## src/rtl/wrs_pkg.sv

```systemverilog
package wrs_pkg;
  typedef enum logic [1:0] {
    MODE_RUN  = 2'b00,
    MODE_HALT = 2'b01,
    MODE_STOP = 2'b10
  } cpu_mode_e;

  typedef enum logic [1:0] {
    CAUSE_NONE  = 2'b00,
    CAUSE_POWER = 2'b01,
    CAUSE_WDOG  = 2'b10,
    CAUSE_WAKE  = 2'b11
  } rst_cause_e;

  typedef enum logic [1:0] {
    SQ_DELAY,
    SQ_TAIL,
    SQ_LIVE
  } seq_state_e;

  function automatic int max2(input int a, input int b);
    return (a > b) ? a : b;
  endfunction
endpackage

```

## src/rtl/wrs_decode.sv

```systemverilog
module wrs_decode
  import wrs_pkg::*;
(
  input  logic       opt_sysclk_i,
  input  logic       rc_tick_i,
  input  logic [1:0] mode_i,
  output logic       tick_o,
  output logic       in_run_o,
  output logic       in_halt_o,
  output logic       in_stop_o
);
  // count source: every system clock, or only on the slow oscillator enable
  assign tick_o    = opt_sysclk_i | rc_tick_i;
  assign in_run_o  = (mode_i == MODE_RUN);
  assign in_halt_o = (mode_i == MODE_HALT);
  assign in_stop_o = (mode_i == MODE_STOP);
endmodule

```

## src/rtl/wrs_wdog.sv

```systemverilog
module wrs_wdog
  import wrs_pkg::*;
#(
  parameter int RC_WDT_CYC   = 4096,
  parameter int SCLK_WDT_CYC = 130416
) (
  input  logic clk_i,
  input  logic pwr_good_i,
  input  logic in_rst_i,
  input  logic tick_i,
  input  logic in_run_i,
  input  logic in_halt_i,
  input  logic in_stop_i,
  input  logic arm_i,
  input  logic halt_en_i,
  input  logic opt_perm_i,
  input  logic opt_sysclk_i,
  output logic expire_o
);
  localparam int WMAX = max2(RC_WDT_CYC, SCLK_WDT_CYC);
  localparam int CW   = $clog2(WMAX + 1);

  logic          armed_q;
  logic          halt_en_q;
  logic [CW-1:0] wcnt_q;
  logic [CW-1:0] last_cnt;
  logic          wd_on;
  logic          mode_ok;
  logic          counting;
  logic          arm_fire;

  assign last_cnt = opt_sysclk_i ? CW'(SCLK_WDT_CYC - 1) : CW'(RC_WDT_CYC - 1);
  assign wd_on    = armed_q | opt_perm_i;
  assign arm_fire = arm_i & ~in_rst_i;

  always_comb begin
    mode_ok = 1'b0;
    if (in_run_i)       mode_ok = 1'b1;
    else if (in_halt_i) mode_ok = halt_en_q | opt_perm_i;
    else if (in_stop_i) mode_ok = opt_perm_i & ~opt_sysclk_i;
  end

  assign counting = wd_on & mode_ok & ~in_rst_i & tick_i;
  assign expire_o = counting & (wcnt_q == last_cnt) & ~arm_fire;

  always_ff @(posedge clk_i) begin
    if (!pwr_good_i) begin
      armed_q   <= 1'b0;
      halt_en_q <= 1'b0;
      wcnt_q    <= '0;
    end else begin
      if (arm_fire) armed_q <= 1'b1;
      if (halt_en_i && armed_q && !in_rst_i) halt_en_q <= 1'b1;
      if (in_rst_i || arm_fire || expire_o) wcnt_q <= '0;
      else if (counting)                    wcnt_q <= wcnt_q + 1'b1;
    end
  end

  AST_ARM_STICKY: assert property (@(posedge clk_i) disable iff (!pwr_good_i) armed_q |=> armed_q);
  AST_HALT_NEEDS_ARM: assert property (@(posedge clk_i) disable iff (!pwr_good_i) halt_en_q |-> armed_q);
  AST_STOP_FROZEN: assert property (@(posedge clk_i) disable iff (!pwr_good_i) (in_stop_i && !opt_perm_i && !arm_i && !in_rst_i) |=> $stable(wcnt_q));
  AST_RST_HOLDS_ZERO: assert property (@(posedge clk_i) disable iff (!pwr_good_i) in_rst_i |=> (wcnt_q == '0));
endmodule

```

## src/rtl/wrs_seq.sv

```systemverilog
module wrs_seq
  import wrs_pkg::*;
#(
  parameter int RC_POR_CYC   = 512,
  parameter int SCLK_POR_CYC = 16362,
  parameter int TAIL_CYC     = 18
) (
  input  logic       clk_i,
  input  logic       pwr_good_i,
  input  logic       opt_sysclk_i,
  input  logic       tick_i,
  input  logic       expire_i,
  input  logic       in_stop_i,
  input  logic       wake_n_i,
  output logic       chip_rst_o,
  output logic [1:0] cause_o
);
  localparam int PMAX = max2(RC_POR_CYC, SCLK_POR_CYC);
  localparam int DW   = $clog2(PMAX + 1);
  localparam int TW   = $clog2(TAIL_CYC + 1);

  seq_state_e    state_q;
  rst_cause_e    cause_q;
  logic          chip_rst_q;
  logic [DW-1:0] dcnt_q;
  logic [TW-1:0] tcnt_q;
  logic [DW-1:0] delay_last;
  logic          wake_req;

  assign delay_last = opt_sysclk_i ? DW'(SCLK_POR_CYC - 1) : DW'(RC_POR_CYC - 1);
  // level sensitive: the pin is sampled every clock while the core sleeps
  assign wake_req   = ~chip_rst_q & in_stop_i & ~wake_n_i;

  always_ff @(posedge clk_i) begin
    if (!pwr_good_i) begin
      state_q    <= SQ_DELAY;
      cause_q    <= CAUSE_POWER;
      chip_rst_q <= 1'b1;
      dcnt_q     <= '0;
      tcnt_q     <= '0;
    end else if (expire_i) begin
      state_q    <= SQ_DELAY;
      cause_q    <= CAUSE_WDOG;
      chip_rst_q <= 1'b1;
      dcnt_q     <= '0;
      tcnt_q     <= '0;
    end else if (wake_req) begin
      state_q    <= SQ_DELAY;
      cause_q    <= CAUSE_WAKE;
      chip_rst_q <= 1'b1;
      dcnt_q     <= '0;
      tcnt_q     <= '0;
    end else begin
      case (state_q)
        SQ_DELAY: begin
          if (tick_i) begin
            if (dcnt_q == delay_last) begin
              state_q <= SQ_TAIL;
              dcnt_q  <= '0;
              tcnt_q  <= '0;
            end else begin
              dcnt_q <= dcnt_q + 1'b1;
            end
          end
        end
        SQ_TAIL: begin
          if (tcnt_q == TW'(TAIL_CYC - 1)) begin
            state_q    <= SQ_LIVE;
            chip_rst_q <= 1'b0;
          end else begin
            tcnt_q <= tcnt_q + 1'b1;
          end
        end
        default: begin
          chip_rst_q <= 1'b0;
        end
      endcase
    end
  end

  assign chip_rst_o = chip_rst_q;
  assign cause_o    = cause_q;

  AST_EXPIRE_RESETS: assert property (@(posedge clk_i) disable iff (!pwr_good_i) expire_i |=> (chip_rst_q && cause_q == CAUSE_WDOG));
  AST_WAKE_RESETS: assert property (@(posedge clk_i) disable iff (!pwr_good_i) (wake_req && !expire_i) |=> (chip_rst_q && cause_q == CAUSE_WAKE));
  AST_TAIL_LEN: assert property (@(posedge clk_i) disable iff (!pwr_good_i) $fell(chip_rst_q) |-> ($past(state_q) == SQ_TAIL && $past(tcnt_q) == TW'(TAIL_CYC - 1)));
  AST_RST_UNTIL_LIVE: assert property (@(posedge clk_i) disable iff (!pwr_good_i) (state_q != SQ_LIVE) |-> chip_rst_q);
endmodule

```

## src/rtl/wdt_reset_seq.sv

```systemverilog
module wdt_reset_seq
  import wrs_pkg::*;
#(
  parameter int RC_WDT_CYC   = 4096,
  parameter int RC_POR_CYC   = 512,
  parameter int SCLK_WDT_CYC = 130416,
  parameter int SCLK_POR_CYC = 16362,
  parameter int TAIL_CYC     = 18
) (
  input  logic       clk_i,
  input  logic       pwr_good_i,
  input  logic       rc_tick_i,
  input  logic       wake_n_i,
  input  logic [1:0] mode_i,
  input  logic       wd_arm_i,
  input  logic       wd_halt_i,
  input  logic       opt_perm_i,
  input  logic       opt_sysclk_i,
  output logic       chip_rst_o,
  output logic [1:0] rst_cause_o
);
  logic tick;
  logic in_run;
  logic in_halt;
  logic in_stop;
  logic expire;
  logic chip_rst;

  wrs_decode u_decode (
    .opt_sysclk_i (opt_sysclk_i),
    .rc_tick_i    (rc_tick_i),
    .mode_i       (mode_i),
    .tick_o       (tick),
    .in_run_o     (in_run),
    .in_halt_o    (in_halt),
    .in_stop_o    (in_stop)
  );

  wrs_wdog #(
    .RC_WDT_CYC   (RC_WDT_CYC),
    .SCLK_WDT_CYC (SCLK_WDT_CYC)
  ) u_wdog (
    .clk_i        (clk_i),
    .pwr_good_i   (pwr_good_i),
    .in_rst_i     (chip_rst),
    .tick_i       (tick),
    .in_run_i     (in_run),
    .in_halt_i    (in_halt),
    .in_stop_i    (in_stop),
    .arm_i        (wd_arm_i),
    .halt_en_i    (wd_halt_i),
    .opt_perm_i   (opt_perm_i),
    .opt_sysclk_i (opt_sysclk_i),
    .expire_o     (expire)
  );

  wrs_seq #(
    .RC_POR_CYC   (RC_POR_CYC),
    .SCLK_POR_CYC (SCLK_POR_CYC),
    .TAIL_CYC     (TAIL_CYC)
  ) u_seq (
    .clk_i        (clk_i),
    .pwr_good_i   (pwr_good_i),
    .opt_sysclk_i (opt_sysclk_i),
    .tick_i       (tick),
    .expire_i     (expire),
    .in_stop_i    (in_stop),
    .wake_n_i     (wake_n_i),
    .chip_rst_o   (chip_rst),
    .cause_o      (rst_cause_o)
  );

  assign chip_rst_o = chip_rst;
endmodule

```

## config.mk

```make
export PLATFORM = sky130hd
export DESIGN_NAME = wdt_reset_seq
export DESIGN_NICKNAME = d
export VERILOG_FILES = /design/src/rtl/wrs_pkg.sv /design/src/rtl/wrs_decode.sv /design/src/rtl/wrs_wdog.sv /design/src/rtl/wrs_seq.sv /design/src/rtl/wdt_reset_seq.sv
export SDC_FILE = /design/constraint.sdc
export NUM_CORES = 1
export LEC_CHECK = 0
export ABC_AREA = 1
export BUFFER_PORTS_ARGS = -buffer_cell sky130_fd_sc_hd__buf_4
export CAP_MARGIN = 0
export CORE_ASPECT_RATIO = 1.25
export CORE_UTILIZATION = 45
export DETAILED_ROUTE_END_ITERATION = 10
export PLACE_DENSITY = 0.58
export SYNTH_ARGS = -nofsm -noshare
export SYNTH_HDL_FRONTEND = slang
export SYNTH_SLANG_ARGS = --single-unit
```

## constraint.sdc

```tcl
create_clock -name clk_i -period 2 [get_ports clk_i]
set_input_delay 0.4 -clock clk_i [delete_from_list [all_inputs] [get_ports clk_i]]
set_output_delay 0.4 -clock clk_i [all_outputs]
set_load 0.005 [all_outputs]
```

==> impl_metrics.toml <==
[clock_tree]
cts_resized = 0
cts.htree.levels = 2
clk_pin_slew_ns = 0.09
cts_tree = "done"
root_buffer = "clkbuf_8"
cts_hold_buffers = 0
clk-insertion-delay-late_ns = 0.31
clock_path_buffers = 2
cts_made_buffers = 5
post-cts-setup-buffers = 0
cts.sinks = 43

[timing]
maxSlewViolCount = 0
finalCriticalPeriod_ns = 1.72
max_freq_mhz = 582
fin_crit_sh = 0.859
hold_viol = 0
tightest_slew_ns = 0.487
clock_skew_ns = 0.00526
slew_headroom = 0.673
finalSetupTns_ns = 0
setup_viol = 0
rsz0062_at_grt = "no"

[place]
dp_cells = 501
port_buffers = 12
dpl.hpwl_um = 4780
place.gp.congestion = 0.867

[global_routing]
gr-usage-all-layers = 0.204
first_global_vias = 2339
grt_overflow = 0
grt_pass1_wl_um = 10500
grt_max_degree = 23
antenna_found_initial = 0

[die]
rows = 32
die-area_um2 = 6650
coreArea_um2 = 6130
die_h_um = 90.9
die_w_um = 73.1
start_util = 0.465
io_pins = 13

[finish]
drive_gt1_frac = 0.184
multi_input_area_um2 = 1690
stdcell_count = 509
nets = 437
regArea_um2 = 861
antenna_cells = 0
fillers = 644
syn_to_final_growth_pct = 8.79

[synth]
ys_types = 34
synth_top_family_by_area = "simple AND/OR/NAND/NOR gates"
synthAdderAreaFrac = 0.0176
synth_top_area_frac = 0.302
syn_inst = 408
netlist_area_um2 = 2850
synthTopCellsByArea = "dfxtp_1 (30%), nand2_1 (15%), inv_1 (6.3%), nor2_1 (6.2%), xor2_1 (5.5%)"
synth-main-ff-cell = "dfxtp_1"
yosysMostFrequentCell = "nand2_1"
synth_seq_cells = 43
synth_edf_count = 0
async_reset_ff_frac = 0
synth.net_count = 422
synthMuxAreaShare = 0
synth_top_cell_by_area = "dfxtp_1"
ys_seq_area_frac = 0.302
synthSimpleGateAreaFrac = 0.430
synth_area_per_cell_um2 = 6.98
synth_xor_area_frac = 0.0646
yosysWarnings = 0
synth_compound_area_frac = 0.0826
synthTopCellsByCount = "nand2_1 (113), inv_1 (48), nor2_1 (47), dfxtp_1 (43), nand3_1 (26)"

[detailed_routing]
vias_per_cell = 4.93
drtIter0Drc = 136
routed_wl_um = 6190
dr_total_vias = 2508
m1WireLength_um = 2660
first_pass_iters = 5
remaining_drc_errors = 0
wl_per_cell_um = 12.2
top_layer = "met4"
wl_met2_um = 3260
wl_met3_um = 151
ant_nets = 0

[power_and_ir_drop]
pwr-share-seq = 0.520
powerDensity_nw_per_um2 = 538
p_switching_mw = 0.397
leakage_nw = 1.13
power.clock.fraction = 0.419
switching_share = 0.238
power.internal_mw = 1.27
irDropWorstVdd_v = 0.000429
power_mw = 1.67
comb_power_share = 0.060

[outcome]
status = "completed"

[setup_path]
startpoint_type = "flip-flop"
crit_required_ns = 2.19
arrival_ns = 1.91
r2r_slack_ns = 0.28
path_class = "reg2reg"
path_max_fanout = 22
end_kind = "flip-flop"

[run]
drv_cap = 0

[min_path]
hp-class = "in2reg"
==> metrics by stage <==
| stage | hold WS, ns | instance area, um2 | utilization | setup slack (ns) |
|---|---|---|---|---|
| finish | 0.300 | 3100 | 0.506 | 0.282 |
| global placement | 0.461 | 2980 | 0.487 | 0.213 |
| detailed placement | 0.457 | 2980 | 0.487 | 0.172 |
| global route | 0.292 | 3100 | 0.506 | 0.0889 |
| CTS | 0.297 | 3100 | 0.506 | 0.222 |
| floorplan | 0.437 | 2850 | - | 0.532 |
==> state kept, by name (all words and copies together), names as in the netlist <==
| register | count |
|---|---|
| u_seq.state_q | 2 |
| u_seq.chip_rst_o | 1 |
| u_wdog.wcnt_q | 17 |
| u_wdog.halt_en_q | 1 |
| u_seq.tcnt_q | 5 |
| u_wdog.armed_q | 1 |
| u_seq.dcnt_q | 14 |
| u_seq.cause_o | 2 |
==> metal layers <==
metal	track usage	vias to the layer above
li1	-	1328
met1	0.229	1130
met2	0.365	39
met3	0.0402	11
met4	0.0801	0
met5	0	-
==> path summary, 6_finish.rpt <==
check	from	end	cells after the start
max	u_wdog.wcnt_q[0]	u_seq.dcnt_q[2]	8
min	pwr_good_i	u_seq.cause_o[0]	2
max reg2reg	u_wdog.wcnt_q[0]	u_seq.dcnt_q[2]	8
min reg2reg	u_wdog.halt_en_q	u_wdog.halt_en_q	2
==> layout by cell type, fill, tap and decap left out, types with 2 or more instances in the layout <==
cell type / instances
inv_1: 48
nor3_2: 7
xnor2_1: 3
nand2_2: 3
nand2_1: 113
nand4_1: 14
nand3_4: 3
ha_1: 4
nor3_1: 10
o21ai_2: 2
o21ai_0: 7
a21oi_2: 16
nor2_1: 47
nand3_1: 26
clkbuf_8: 5
nor3b_1: 7
buf_4: 17
nor2_2: 10
dfxtp_1: 43
nor2_4: 2
xor2_1: 18
a21oi_1: 3
nand2_4: 4
or2_2: 2
==> power groups by stage <==
stage	Sequential (mW)	Clock [mW]	Combinational, mW
global placement	0.888	0	0.0999
floorplan	0.886	0	0.0799
CTS	0.868	0.717	0.101
global route	0.869	0.761	0.112
finish	0.868	0.699	0.100
detailed placement	0.888	0	0.101
==> logic make-up (layout without fill, tap and decap cells) <==
family                   count (synthesis)  in the layout
XOR/XNOR                                21             21
buffers and inverters                   59             75
AND/OR/NAND/NOR                        249            249
flip-flops                              43             43
adder cells (fa/ha/maj)                  4              4
AO/OA/AOI/OAI                           32             32
==> critical path, cell delays in order (launching register included) <==
cell	delay, ns
dfxtp_1	0.38
ha_1	0.21
nand2_1	0.08
nor2_1	0.12
nand3_1	0.10
nor2_1	0.18
nand3_4	0.13
nand3_4	0.31
nor3_1	0.09
==> cell type report <==
cell class                 instances  share of cell area
clock buffer                       5              0.0222
clock inverter                     3              0.0141
inverter                          50              0.0630
multi-input combinational        306               0.547
sequential                        43               0.278
tap                               85              0.0343
timing repair buffer              17              0.0412
Note: power is estimated with default switching activity, not from simulation.
